### src/rtl/tmr_pkg.sv
package tmr_pkg;
  localparam int CTL_W   = 8;
  localparam int SEL_W   = 3;
  localparam int FLAG_B  = 7;
  localparam int IE_B    = 6;
  localparam int HALT_B  = 5;
  localparam int CLR_B   = 4;
  localparam int RSV_B   = 3;

  typedef struct packed {
    logic             flag;
    logic             ie;
    logic             halt;
    logic [SEL_W-1:0] sel;
  } ctl_t;

  localparam ctl_t CTL_RESET = '{flag: 1'b0, ie: 1'b0, halt: 1'b1, sel: '0};
endpackage

### src/rtl/tmr_prescaler.sv
module tmr_prescaler #(
  parameter int SEL_W   = 3,
  parameter int NUM_DIV = 7
) (
  input  logic             clk,
  input  logic             rst_n,
  input  logic             run,
  input  logic             restart,
  input  logic [SEL_W-1:0] sel,
  output logic             tick
);
  localparam int PRE_W   = (NUM_DIV > 1) ? NUM_DIV - 1 : 1;
  localparam int SEL_LEN = 1 << SEL_W;

  logic [PRE_W-1:0]   phase_q;
  logic [SEL_LEN-1:0] taps;

  always_ff @(posedge clk or negedge rst_n) begin
    if (!rst_n)       phase_q <= '0;
    else if (restart) phase_q <= '0;
    else if (run)     phase_q <= phase_q + 1'b1;
  end

  // taps[k] pulses once every 2^k clocks; codes at or above NUM_DIV never tick
  genvar gi;
  generate
    for (gi = 0; gi < SEL_LEN; gi++) begin : g_tap
      if (gi == 0) begin : g_div1
        assign taps[gi] = 1'b1;
      end else if (gi < NUM_DIV) begin : g_divk
        assign taps[gi] = &phase_q[gi-1:0];
      end else begin : g_none
        assign taps[gi] = 1'b0;
      end
    end
  endgenerate

  assign tick = run & taps[sel];

  assert_div1_every_clock_R6: assert property (@(posedge clk) disable iff (!rst_n)
    (run && sel == '0) |-> tick);
  assert_invalid_code_no_tick_R7: assert property (@(posedge clk) disable iff (!rst_n)
    (int'(sel) >= NUM_DIV) |-> !tick);
  assert_halt_freezes_phase_R2: assert property (@(posedge clk) disable iff (!rst_n)
    (!run && !restart) |=> $stable(phase_q));
endmodule

### src/rtl/tmr_counter.sv
module tmr_counter #(
  parameter int CNT_W = 16
) (
  input  logic             clk,
  input  logic             rst_n,
  input  logic             step,
  input  logic             restart,
  output logic [CNT_W-1:0] cnt,
  output logic             wrap
);
  localparam logic [CNT_W-1:0] CNT_MAX = '1;

  logic [CNT_W-1:0] cnt_q;

  always_ff @(posedge clk or negedge rst_n) begin
    if (!rst_n)       cnt_q <= '0;
    else if (restart) cnt_q <= '0;
    else if (step)    cnt_q <= cnt_q + 1'b1;
  end

  assign cnt  = cnt_q;
  assign wrap = step & ~restart & (cnt_q == CNT_MAX);

  assert_clear_gives_zero_R3: assert property (@(posedge clk) disable iff (!rst_n)
    restart |=> (cnt_q == '0));
  assert_single_step_R6: assert property (@(posedge clk) disable iff (!rst_n)
    !restart |=> (cnt_q == $past(cnt_q) || cnt_q == $past(cnt_q) + 1'b1));
endmodule

### src/rtl/tmr_ctrl.sv
module tmr_ctrl
  import tmr_pkg::*;
(
  input  logic             clk,
  input  logic             rst_n,
  input  logic             wr,
  input  logic [CTL_W-1:0] wdata,
  input  logic             wrap,
  output logic [CTL_W-1:0] rdata,
  output logic             halt,
  output logic [SEL_W-1:0] sel,
  output logic             restart,
  output logic             irq
);
  ctl_t ctl_q;
  logic unused_rsv;

  assign unused_rsv = wdata[RSV_B];
  assign restart    = wr & wdata[CLR_B];

  always_ff @(posedge clk or negedge rst_n) begin
    if (!rst_n) begin
      ctl_q <= CTL_RESET;
    end else begin
      if (wr) begin
        ctl_q.ie   <= wdata[IE_B];
        ctl_q.halt <= wdata[HALT_B];
        ctl_q.sel  <= wdata[SEL_W-1:0];
      end
      // a wrap on the same edge beats a software clear
      if (wrap)                     ctl_q.flag <= 1'b1;
      else if (wr && !wdata[FLAG_B]) ctl_q.flag <= 1'b0;
    end
  end

  always_comb begin
    rdata              = '0;
    rdata[FLAG_B]      = ctl_q.flag;
    rdata[IE_B]        = ctl_q.ie;
    rdata[HALT_B]      = ctl_q.halt;
    rdata[SEL_W-1:0]   = ctl_q.sel;
  end

  assign halt = ctl_q.halt;
  assign sel  = ctl_q.sel;
  assign irq  = ctl_q.flag & ctl_q.ie;

  assert_wrap_wins_R9: assert property (@(posedge clk) disable iff (!rst_n)
    wrap |=> ctl_q.flag);
  assert_flag_clear_R9: assert property (@(posedge clk) disable iff (!rst_n)
    (wr && !wdata[FLAG_B] && !wrap) |=> !ctl_q.flag);
  assert_flag_sticky_R9: assert property (@(posedge clk) disable iff (!rst_n)
    (ctl_q.flag && !(wr && !wdata[FLAG_B])) |=> ctl_q.flag);
endmodule

### src/rtl/tmr_prescaled_timer.sv
module tmr_prescaled_timer
  import tmr_pkg::*;
#(
  parameter int CNT_W   = 16,
  parameter int NUM_DIV = 7
) (
  input  logic             clk,
  input  logic             rst_n,
  input  logic             ctl_wr,
  input  logic [CTL_W-1:0] ctl_wdata,
  output logic [CTL_W-1:0] ctl_rdata,
  output logic [CNT_W-1:0] cnt_o,
  output logic             irq_o
);
  localparam logic [CNT_W-1:0] CNT_MAX = '1;

  logic             halt, restart, tick, wrap;
  logic [SEL_W-1:0] sel;

  tmr_ctrl u_ctrl (
    .clk     (clk),
    .rst_n   (rst_n),
    .wr      (ctl_wr),
    .wdata   (ctl_wdata),
    .wrap    (wrap),
    .rdata   (ctl_rdata),
    .halt    (halt),
    .sel     (sel),
    .restart (restart),
    .irq     (irq_o)
  );

  tmr_prescaler #(.SEL_W(SEL_W), .NUM_DIV(NUM_DIV)) u_pre (
    .clk     (clk),
    .rst_n   (rst_n),
    .run     (~halt),
    .restart (restart),
    .sel     (sel),
    .tick    (tick)
  );

  tmr_counter #(.CNT_W(CNT_W)) u_cnt (
    .clk     (clk),
    .rst_n   (rst_n),
    .step    (tick),
    .restart (restart),
    .cnt     (cnt_o),
    .wrap    (wrap)
  );

  assert_halt_holds_count_R2: assert property (@(posedge clk) disable iff (!rst_n)
    (halt && !restart) |=> $stable(cnt_o));
  assert_rollover_sets_flag_R8: assert property (@(posedge clk) disable iff (!rst_n)
    ($past(cnt_o) == CNT_MAX && cnt_o == '0 && !$past(restart)) |-> ctl_rdata[FLAG_B]);
  assert_irq_needs_enable_R10: assert property (@(posedge clk) disable iff (!rst_n)
    irq_o |-> (ctl_rdata[IE_B] && ctl_rdata[FLAG_B]));
  assert_clear_bit_reads_zero_R4: assert property (@(posedge clk) disable iff (!rst_n)
    $past(ctl_wr && ctl_wdata[CLR_B]) |-> !ctl_rdata[CLR_B]);
endmodule

### config.mk
export PLATFORM = sky130hd
export DESIGN_NAME = tmr_prescaled_timer
export DESIGN_NICKNAME = d
export VERILOG_FILES = /design/src/rtl/tmr_pkg.sv /design/src/rtl/tmr_prescaler.sv /design/src/rtl/tmr_counter.sv /design/src/rtl/tmr_ctrl.sv /design/src/rtl/tmr_prescaled_timer.sv
export SDC_FILE = /design/constraint.sdc
export NUM_CORES = 1
export LEC_CHECK = 0
export ABC_AREA = 1
export CORE_UTILIZATION = 45
export DETAILED_ROUTE_END_ITERATION = 10
export DONT_BUFFER_PORTS = 1
export PLACE_DENSITY = 0.57
export SETUP_SLACK_MARGIN = 0.1
export SYNTH_ARGS = -nofsm -noshare
export SYNTH_HDL_FRONTEND = slang
export SYNTH_SLANG_ARGS = --single-unit
### constraint.sdc
create_clock -name clk -period 4.35 [get_ports clk]
set_input_delay 0.2175 -clock clk [delete_from_list [all_inputs] [get_ports clk]]
set_output_delay 0.2175 -clock clk [all_outputs]
set_load 0.02 [all_outputs]
-- Yosys cells after proc, flatten, opt, wreduce, memory -nomap -nowiden
Cells that the tools add are included.
Widths: inputs -> output; s select.
- logic and storage cells: 35
- output and inout bits: 25
- flip-flop bits (word level): 28
- eq/ne operators: 2
- order comparisons: 1
- $add $sub $neg: 2
- multiplexer cells: 8
- reductions and logical operators: 9
- bitwise gates (word level): 7
- operator list (operator ; number):
    $mux 16 ; 2
    $add 16x1->16 const B ; 1
    $eq 16x16->1 const B ; 1
    $mux 6 ; 2
    $add 6x1->6 const B ; 1
    $reduce_and 6->1 ; 1
    $and 1x1->1 ; 5
    $reduce_and 5->1 ; 1
    $lt 3x4->1 const B ; 1
    $reduce_and 4->1 ; 1
    $reduce_bool 2->1 ; 2
    $bmux 1 s3 ; 1
    $mux 1 ; 3
    $reduce_and 3->1 ; 1
    $ne 2x1->1 const B ; 1
    $not 1->1 ; 2
    $reduce_and 2->1 ; 1
    $logic_and 1x1->1 ; 1
    $logic_not 1->1 ; 1

-- Depth between registers and ports, before layout
Gate-level depths: netlist of run 1.
- depth in word-level cells: 7
- mapped depth: 12

-- Cells and area by module
From an unflattened synthesis of run 1, not the netlist that was laid out.
- cell total of the unflattened synthesis: 217
- area, all modules: 1651.6 µm²
- by module, submodules not included (module ; seq. area each (µm²) ; instances ; cells an instance ; area each (µm²)):
    tmr_counter ; 400.4 ; 1 ; 122 ; 919.6
    tmr_prescaler ; 150.1 ; 1 ; 56 ; 402.9
    tmr_ctrl ; 151.4 ; 1 ; 38 ; 325.3
    tmr_prescaled_timer ; 0.0 ; 1 ; 1 ; 3.8

-- Least setup slack after synthesis of run 1
OpenSTA, ideal clock, no wires.
- kind: flip-flop to flip-flop
- start: register u_pre.phase_q[0]
- end: register u_cnt.cnt_q[9], in the netlist u_cnt.cnt[9]
- path buffers: 0
- arrival: 1543 ps
- setup slack: 2690 ps
- stages on the path, launching flop included: 13
- cells stage by stage: dfrtp_1 > ha_1 > nand2_1 > nor2_2 > ha_1 > nand2_1 > nor2_1 > nor2_1 > nand2_2 > nand3_4 > nand2_2 > nand2_1 > nand2_1
- longest elaborated chain between the ends: 5
- elaborated cells on any way between the ends: 9
- those cells by class: mux (2); bitwise (1); reduce/logical (6)
- RTL lines (what ; line ; RTL):
    start, declared ; tmr_prescaler.sv:15 ; logic [PRE_W-1:0] phase_q;
    start signal, assigned ; tmr_prescaler.sv:21 ; else if (run) phase_q <= phase_q + 1'b1;
    $reduce_and 6->1 (tied with other cells) ; tmr_prescaler.sv:31 ; assign taps[gi] = &phase_q[gi-1:0];
    $bmux 1 s3 (*) ; tmr_prescaler.sv:38 ; assign tick = run & taps[sel];
    $mux 1 (implied by the code) (*) ; tmr_prescaler.sv:38 ;
    $and 1x1->1 (*) ; tmr_prescaler.sv:38 ;
    $reduce_bool 2->1 (no source line) (*) ; - ;
    end signal, assigned ; tmr_counter.sv:18 ; else if (step) cnt_q <= cnt_q + 1'b1;
    end, declared ; tmr_counter.sv:13 ; logic [CNT_W-1:0] cnt_q;
Mark *: on every way between the ends. The rest lies on a longest branch, timed or not. The select of a mux whose other input is x is not followed.
A chain may end at the register's enable or synchronous reset.

-- Worst setup path in the final report of run 1
Ends and elaborated chain as after synthesis.

==> impl_results.md, run 1 <==
* Post-CTS setup buffers at 0
* Synth top area cells: dfrtp_1 (39%), nand2_1 (17%), nand3_1 (8.1%), nor2_1 (7.0%), inv_1 (4.1%)
* Fraction of layout cells with a size suffix above 1 at 0.0788
* Launch point of the critical path: u_pre.phase_q[0]$_DFFE_PN0P_
* Leakage at slightly below 0.9 nW
* Diode count at 0
* Critical Path AT at 2.19 ns
* Outcome: complete, no violations
* DIE HEIGHT at roughly 64 um
* Iter 0 DRT Violations at 72
* CP startpoint kind: register
* TritonCTS Buffers at 3
* Slowest stage delay, CP at just over 0.4 ns
* Drt total wl at 3540 um
* I/O pins at 36
* Pwr per Cell Area at 338 nW/um^2
* EDFF count, synth at 0
* CTS tree: built
* TritonRoute pass-1 iters at 5
* Via count at roughly 1400
* Slew @ Worst Pin at about 1.0 ns
* Most used cell along the critical path: nand2_1
* Initial antenna violation count at 0
* Yosys reg bits at 28
* Drc violations at 0
* Gr usage total at 0.199
* Vias per cell at roughly 4.9
* Post-cts sizing count at 0
* # nets final at between 200 and 300
* Starting density of the core at 0.471
* Cell with the most instances after synthesis: nand2_1
* Synthesized instance count at about 240
* Site row count at 22
* Setup Skew at roughly 0.0022 ns
* Synth area leader: dfrtp_1
* Max Clk Rate at 0.497 GHz
* Total negative slack at 0 ns
* Critical path fanouts, max at 19
* Commonest cells post-synth: nand2_1 (79), nor2_1 (32), nand3_1 (28)
* CP Class: reg2reg
* Critical Path End Type: register
* Finished Layout Cells at roughly 290
* Fillers at 372
* Met2 wire len at between 1500 and 2000 um
* Async SR Flop Fraction at 1.00
* Synth Area per Inst at between 7 and 8 sq um
* Worst r2r src: u_pre.phase_q[0]$_DFFE_PN0P_
* R2r setup slk at roughly 2.3 ns
* CTS H-Tree Depth at 1
* Critical path cell sequence: ha_1, nand2_1, nor2_2, ha_1, nand2_1, nor2_1, nor2_1, nand2_2, nand3_4, nand2_2, nand2_1, nand2_1
* Worst min path class: in2reg
* Largest net degree at the start of global routing at 31
* Clock root cell: clkbuf_8
* Peak supply drop at approximately 0.00015 V
* Sequential share of the synthesized area at 0.407
* Area of the die at a little over 4000 sq um
* Mapped cell area at ~1700 sq um
* Wire length of the first global-routing pass at 6440 um
* Reg-to-reg endpoint: u_cnt.cnt[9]$_DFFE_PN0P_
* Share of the synthesized area in the top cell type at 0.392
* M1 WL at ~1900 um
* Worst Setup EP: u_cnt.cnt[9]$_DFFE_PN0P_
* Detail Route met3 WL at between 100 and 150 um
* Fin crit share at 0.463
* Clock transition at path regs at roughly 0.10 ns
* CP Data Required Time at about 4.5 ns
* Vias in the first global route at about 1400
* Syn. warnings at 0
* Unrepaired setup endpoints after global routing: false
* Worst skew pair latency at around 0.27 ns
* Ys flop type: dfrtp_1
* CTS Sinks at 28
* Number of max-cap violations at 0
* Gpl congestion at between 0.8 and 0.9
* Syn-to-layout area delta at 6.46%
* Period minus WS final at around 2.0 ns
* Routed WL per cell at approximately 12 um
* Core region area at ~3700 sq um
* Hpwl dp at roughly 2600 um
* Number of I/O port buffers at 0
* Rel. slew slack at 0.330
* R2r worst-path depth at 12
* Yosys cell types at 25
* Post-Place Cells at ~280
* CTS Buffer Depth at 2
* Final Util at 0.501
* GRT overflow at 0
* Antenna viol nets, final at 0
* Slew Limit Fails at 0
* Chip width at 63.9 um
* Final Hold Viols at 0
* Uppermost routed layer: met4
* Slowest CP cell: dfrtp_1
* # setup viols final at 0
[critical path: cells and delay by family (launching register included)]
kind | cells | cell delay [ns]
fa+ha+maj | 2 | 0.41
simple gates | 10 | 1.10
flops | 1 | 0.41
[cell type report]
class	count	area, sq um	area share
tap	48	60.1	0.0327
clock inverter	1	30.0	0.0164
multi-input combinational	187	897	0.489
timing repair buffer	2	30.0	0.0164
sequential	28	702	0.382
inverter	20	75.1	0.0409
clock buffer	3	41.3	0.0225
[cell families (layout without fill, tap and decap cells)]
group | after synthesis | count (layout) | synth area share
flip-flops | 28 | 28 | 0.407
XOR/XNOR | 8 | 8 | 0.0406
AND/OR/NAND/NOR | 158 | 158 | 0.401
adder cells (fa/ha/maj) | 4 | 4 | 0.0290
other | 1 | 2 | 0.00217
AO/OA/AOI/OAI | 15 | 15 | 0.0450
buffers and inverters | 29 | 26 | 0.0747
[state kept, by name, summed over array words and instances, names as in the netlist]
| name | flops |
|---|---|
| u_pre.phase_q | 6 |
| u_ctrl.sel | 3 |
| u_cnt.cnt | 16 |
| u_ctrl.halt | 1 |
| u_ctrl.rdata | 2 |
[routing by layer]
metal | GRT usage | up-vias
li1 | - | 766
met1 | 0.294 | 636
met2 | 0.305 | 22
met3 | 0.0339 | 2
met4 | 0.0426 | 0
met5 | 0 | -
[placed cells by master (no fill, tap or decap), types with 2 or more instances in the layout]
master | netlist | routed
nand2_1 | 79 | 79
nor2_1 | 32 | 32
nand3_1 | 28 | 28
dfrtp_1 | 27 | 27
inv_1 | 19 | 19
o21ai_0 | 11 | 11
xor2_1 | 7 | 7
nor2_2 | 6 | 6
nand4_1 | 5 | 5
ha_1 | 4 | 4
a21oi_1 | 3 | 3
nand2_2 | 3 | 3
clkbuf_8 | 0 | 3
nand3_2 | 2 | 2
nor3_1 | 2 | 2
conb_1 | 1 | 2
[metrics by stage]
step | total power [mW] | worst slack [ns] | cell area (sq um) | hold WS, ns
after floorplan | 0.397 | 2.69 | 1730 | -0.0781
after global placement | 0.411 | 2.32 | 1730 | -0.0774
after detailed placement | 0.411 | 2.32 | 1730 | -0.0775
after CTS | 0.627 | 2.31 | 1840 | 0.00563
after global routing | 0.656 | 2.09 | 1840 | 0.0311
final | 0.620 | 2.34 | 1840 | 0.0197
[worst min-delay path by stage]
stage           start                           to  depth (start not counted)
2_1_floorplan   rst_n     u_cnt.cnt[0]$_DFFE_PN0P_                          0
3_3_place_gp    rst_n    u_ctrl.sel[2]$_DFFE_PN0P_                          0
3_5_place_dp    rst_n  u_ctrl.rdata[6]$_DFFE_PN0P_                          0
4_1_cts        ctl_wr      u_ctrl.halt$_DFFE_PN1P_                          1
5_1_grt        ctl_wr    u_ctrl.sel[2]$_DFFE_PN0P_                          1
6_report       ctl_wr      u_ctrl.halt$_DFFE_PN1P_                          1
[repair_timing]
action | CTS | global route
hold endpoints to repair | 28 | 0
hold buffers | 2 | 0
endpoints found under the setup margin | 0 | 0
[where the power goes]
part           total (mW)  internal (mW)  switching [mW]
Sequential          0.325          0.283          0.0424
Combinational      0.0867         0.0287          0.0580
Clock               0.208          0.123          0.0848
Total               0.620          0.435           0.185
Power figures use the tool's default switching activity.
==> run 2, diff against run 1 <==
- clock period: 4.35 -> 1.9 ns (I/O delays scaled with it)
==> impl_results.md, run 2 (same netlist as run 1, synthesis figures left out) <==
* Critical path fanouts, max at 6 (-13)
* Antenna viol nets, final at 0 (unchanged)
* CTS Buffer Depth at 2 (unchanged)
* Worst skew pair latency at 0.28 ns (about the same)
* Clock transition at path regs at 0.10 ns (about the same)
* Pwr per Cell Area at 699 nW/um^2 (+110%)
* Period minus WS final at 1.77 ns (-0.246 ns)
* Number of max-cap violations at 0 (unchanged)
* Hold slack at 0.248 ns (+0.228 ns)
* Fillers at 366 (-1.6%)
* CTS tree: built
* Max Clk Rate at 0.566 GHz (+14%)
* DIE HEIGHT at 63.9 um (unchanged)
* Final Hold Viols at 0 (unchanged)
* Hpwl dp at 2710 um (+5.8%)
* Total negative slack at 0 ns (unchanged)
* Vias per cell at 4.93 (about the same)
* Outcome: complete, no violations
* Iter 0 DRT Violations at 117 (+63%)
* Syn-to-layout area delta at 19.2%
* Drc violations at 0 (unchanged)
* Commonest cells after routing, fill and taps aside: nand2_1 (77), nor2_1 (29), nand3_1 (27), dfrtp_1 (27), inv_1 (19)
* CTS Sinks at 28 (unchanged)
* Setup Skew at 0.00851 ns (+0.00635 ns)
* Dpl cell area at 1790 sq um (+3.0%)
* Critical Path AT at 2.00 ns (-0.19 ns)
* Drt total wl at 3900 um (+10%)
* Unrepaired setup endpoints after global routing: true
* Critical Path End Type: register
* TritonCTS Buffers at 3 (unchanged)
* # nets final at 277 (+7.8%)
* Routed WL per cell at 12.6 um (+3.2%)
* Area of the die at 4080 sq um (unchanged)
* Worst min path class: in2async
* Fraction of layout cells with a size suffix above 1 at 0.153 (+0.0744)
* Sequential Area at 702 sq um (unchanged)
* Clock root cell: clkbuf_8
* Largest net degree at the start of global routing at 29 (-6.5%)
* Leakage at 0.967 nW (+10%)
* Vias in the first global route at 1449 (+4.2%)
* Peak supply drop at 0.000388 V (+160%)
* I/O pins at 36 (unchanged)
* Tot Pwr at 1.44 mW (+130%)
* CP startpoint kind: register
* Post-route cell area at 2060 sq um (+12%)
* GRT overflow at 0 (unchanged)
* Slew Limit Fails at 0 (unchanged)
* # setup viols final at 0 (unchanged)
* Number of I/O port buffers at 0 (unchanged)
* Wire length of the first global-routing pass at 6720 um (+4.3%)
* Gr usage total at 0.211 (+0.0114)
* Diode count at 0 (unchanged)
* Chip width at 63.9 um (unchanged)
* CP Class: reg2reg
* Initial antenna violation count at 0 (unchanged)
* CTS H-Tree Depth at 1 (unchanged)
* Max FFs per register at 16 (unchanged)
* TritonRoute pass-1 iters at 4 (-1)
* Site row count at 22 (unchanged)
* Gpl congestion at 0.834 (+3.7%)
* Via count at 1524 (+6.9%)
* Multi-input combinational cell area at 955 sq um (+6.4%)
* Starting density of the core at 0.471 (unchanged)
* Commonest non-fill, non-tap cell in the layout: nand2_1
* Core region area at 3660 sq um (unchanged)
* Fin crit share at 0.930 (+0.467)
* CP Data Required Time at 2.13 ns (-2.39 ns)
-- run 2: cell count changes in the layout (fill, tap and decap cells not counted), sizes merged --
cell / change
buf: +13
bufinv: -1
clkbuf: +1
dlygate4sd3: +7
-- run 2: per-layer routing --
layer  GRT usage  vias to the layer above  routed length [um]
met4      0.0597                        0                  44
li1            -                      802                   -
met1       0.281                      691                1990
met3      0.0518                        5                 150
met2       0.338                       26                1720
met5           0                        -                   0
-- run 2: path summary, 6_finish.rpt --
path                                         startpoint                            to  slack (ns)  cells past startpoint
max                        u_pre.phase_q[1]$_DFFE_PN0P_      u_cnt.cnt[0]$_DFFE_PN0P_        0.13                     13
min                                               rst_n     u_ctrl.sel[0]$_DFFE_PN0P_        0.25                      2
max reg2reg                u_pre.phase_q[1]$_DFFE_PN0P_      u_cnt.cnt[0]$_DFFE_PN0P_        0.13                     13
min reg2reg                u_pre.phase_q[3]$_DFFE_PN0P_  u_pre.phase_q[3]$_DFFE_PN0P_        0.53                      1
max in group asynchronous                         rst_n       u_ctrl.halt$_DFFE_PN1P_        1.42                      2
min in group clk                           ctl_wdata[4]      u_cnt.cnt[9]$_DFFE_PN0P_        0.30                      3
-- run 2: timing repair --
action | in CTS | in global routing
pin swaps | 1 | 8
hold buffers | 9 | 0
gates resized for setup | 3 | 13
hold endpoints to repair | 34 | 0
endpoints found under the setup margin | 12 | 17
setup buffers | 2 | 4
-- run 2: cell type report --
cell class,count,share of cell area
Sequential cell,28,0.341
Timing Repair Buffer,22,0.102
Tap cell,48,0.0292
Multi-Input combinational cell,187,0.464
Inverter,20,0.0365
Clock buffer,4,0.0268
-- run 2: worst max-delay path, stage by stage, from the launching register on --
cell	delay, ns
dfrtp_1	0.42
ha_4	0.16
nand2_2	0.06
nor2_4	0.13
ha_4	0.13
nand2_2	0.04
nor2_2	0.13
nor2_2	0.06
nand2_2	0.07
nand3_4	0.12
buf_6	0.17
nor2_4	0.10
nand2_1	0.06
nand2_1	0.05
-- run 2: power by group --
part / switching [mW] / total (mW) / internal (mW) / leakage (nW)
Sequential: 0.0743 / 0.722 / 0.648 / 0.374
Combinational: 0.197 / 0.339 / 0.142 / 0.564
Clock: 0.190 / 0.376 / 0.186 / 0.0288
-- run 2: per-stage QoR --
| stage | cells | setup WS [ns] | util |
|---|---|---|---|
| floorplan | 244 | 0.240 | - |
| global placement | 290 | 0.0957 | 0.488 |
| detailed placement | 290 | 0.0930 | 0.488 |
| CTS | 305 | 0.122 | 0.538 |
| global route | 309 | 0.00120 | 0.562 |
| finish | 309 | 0.133 | 0.562 |
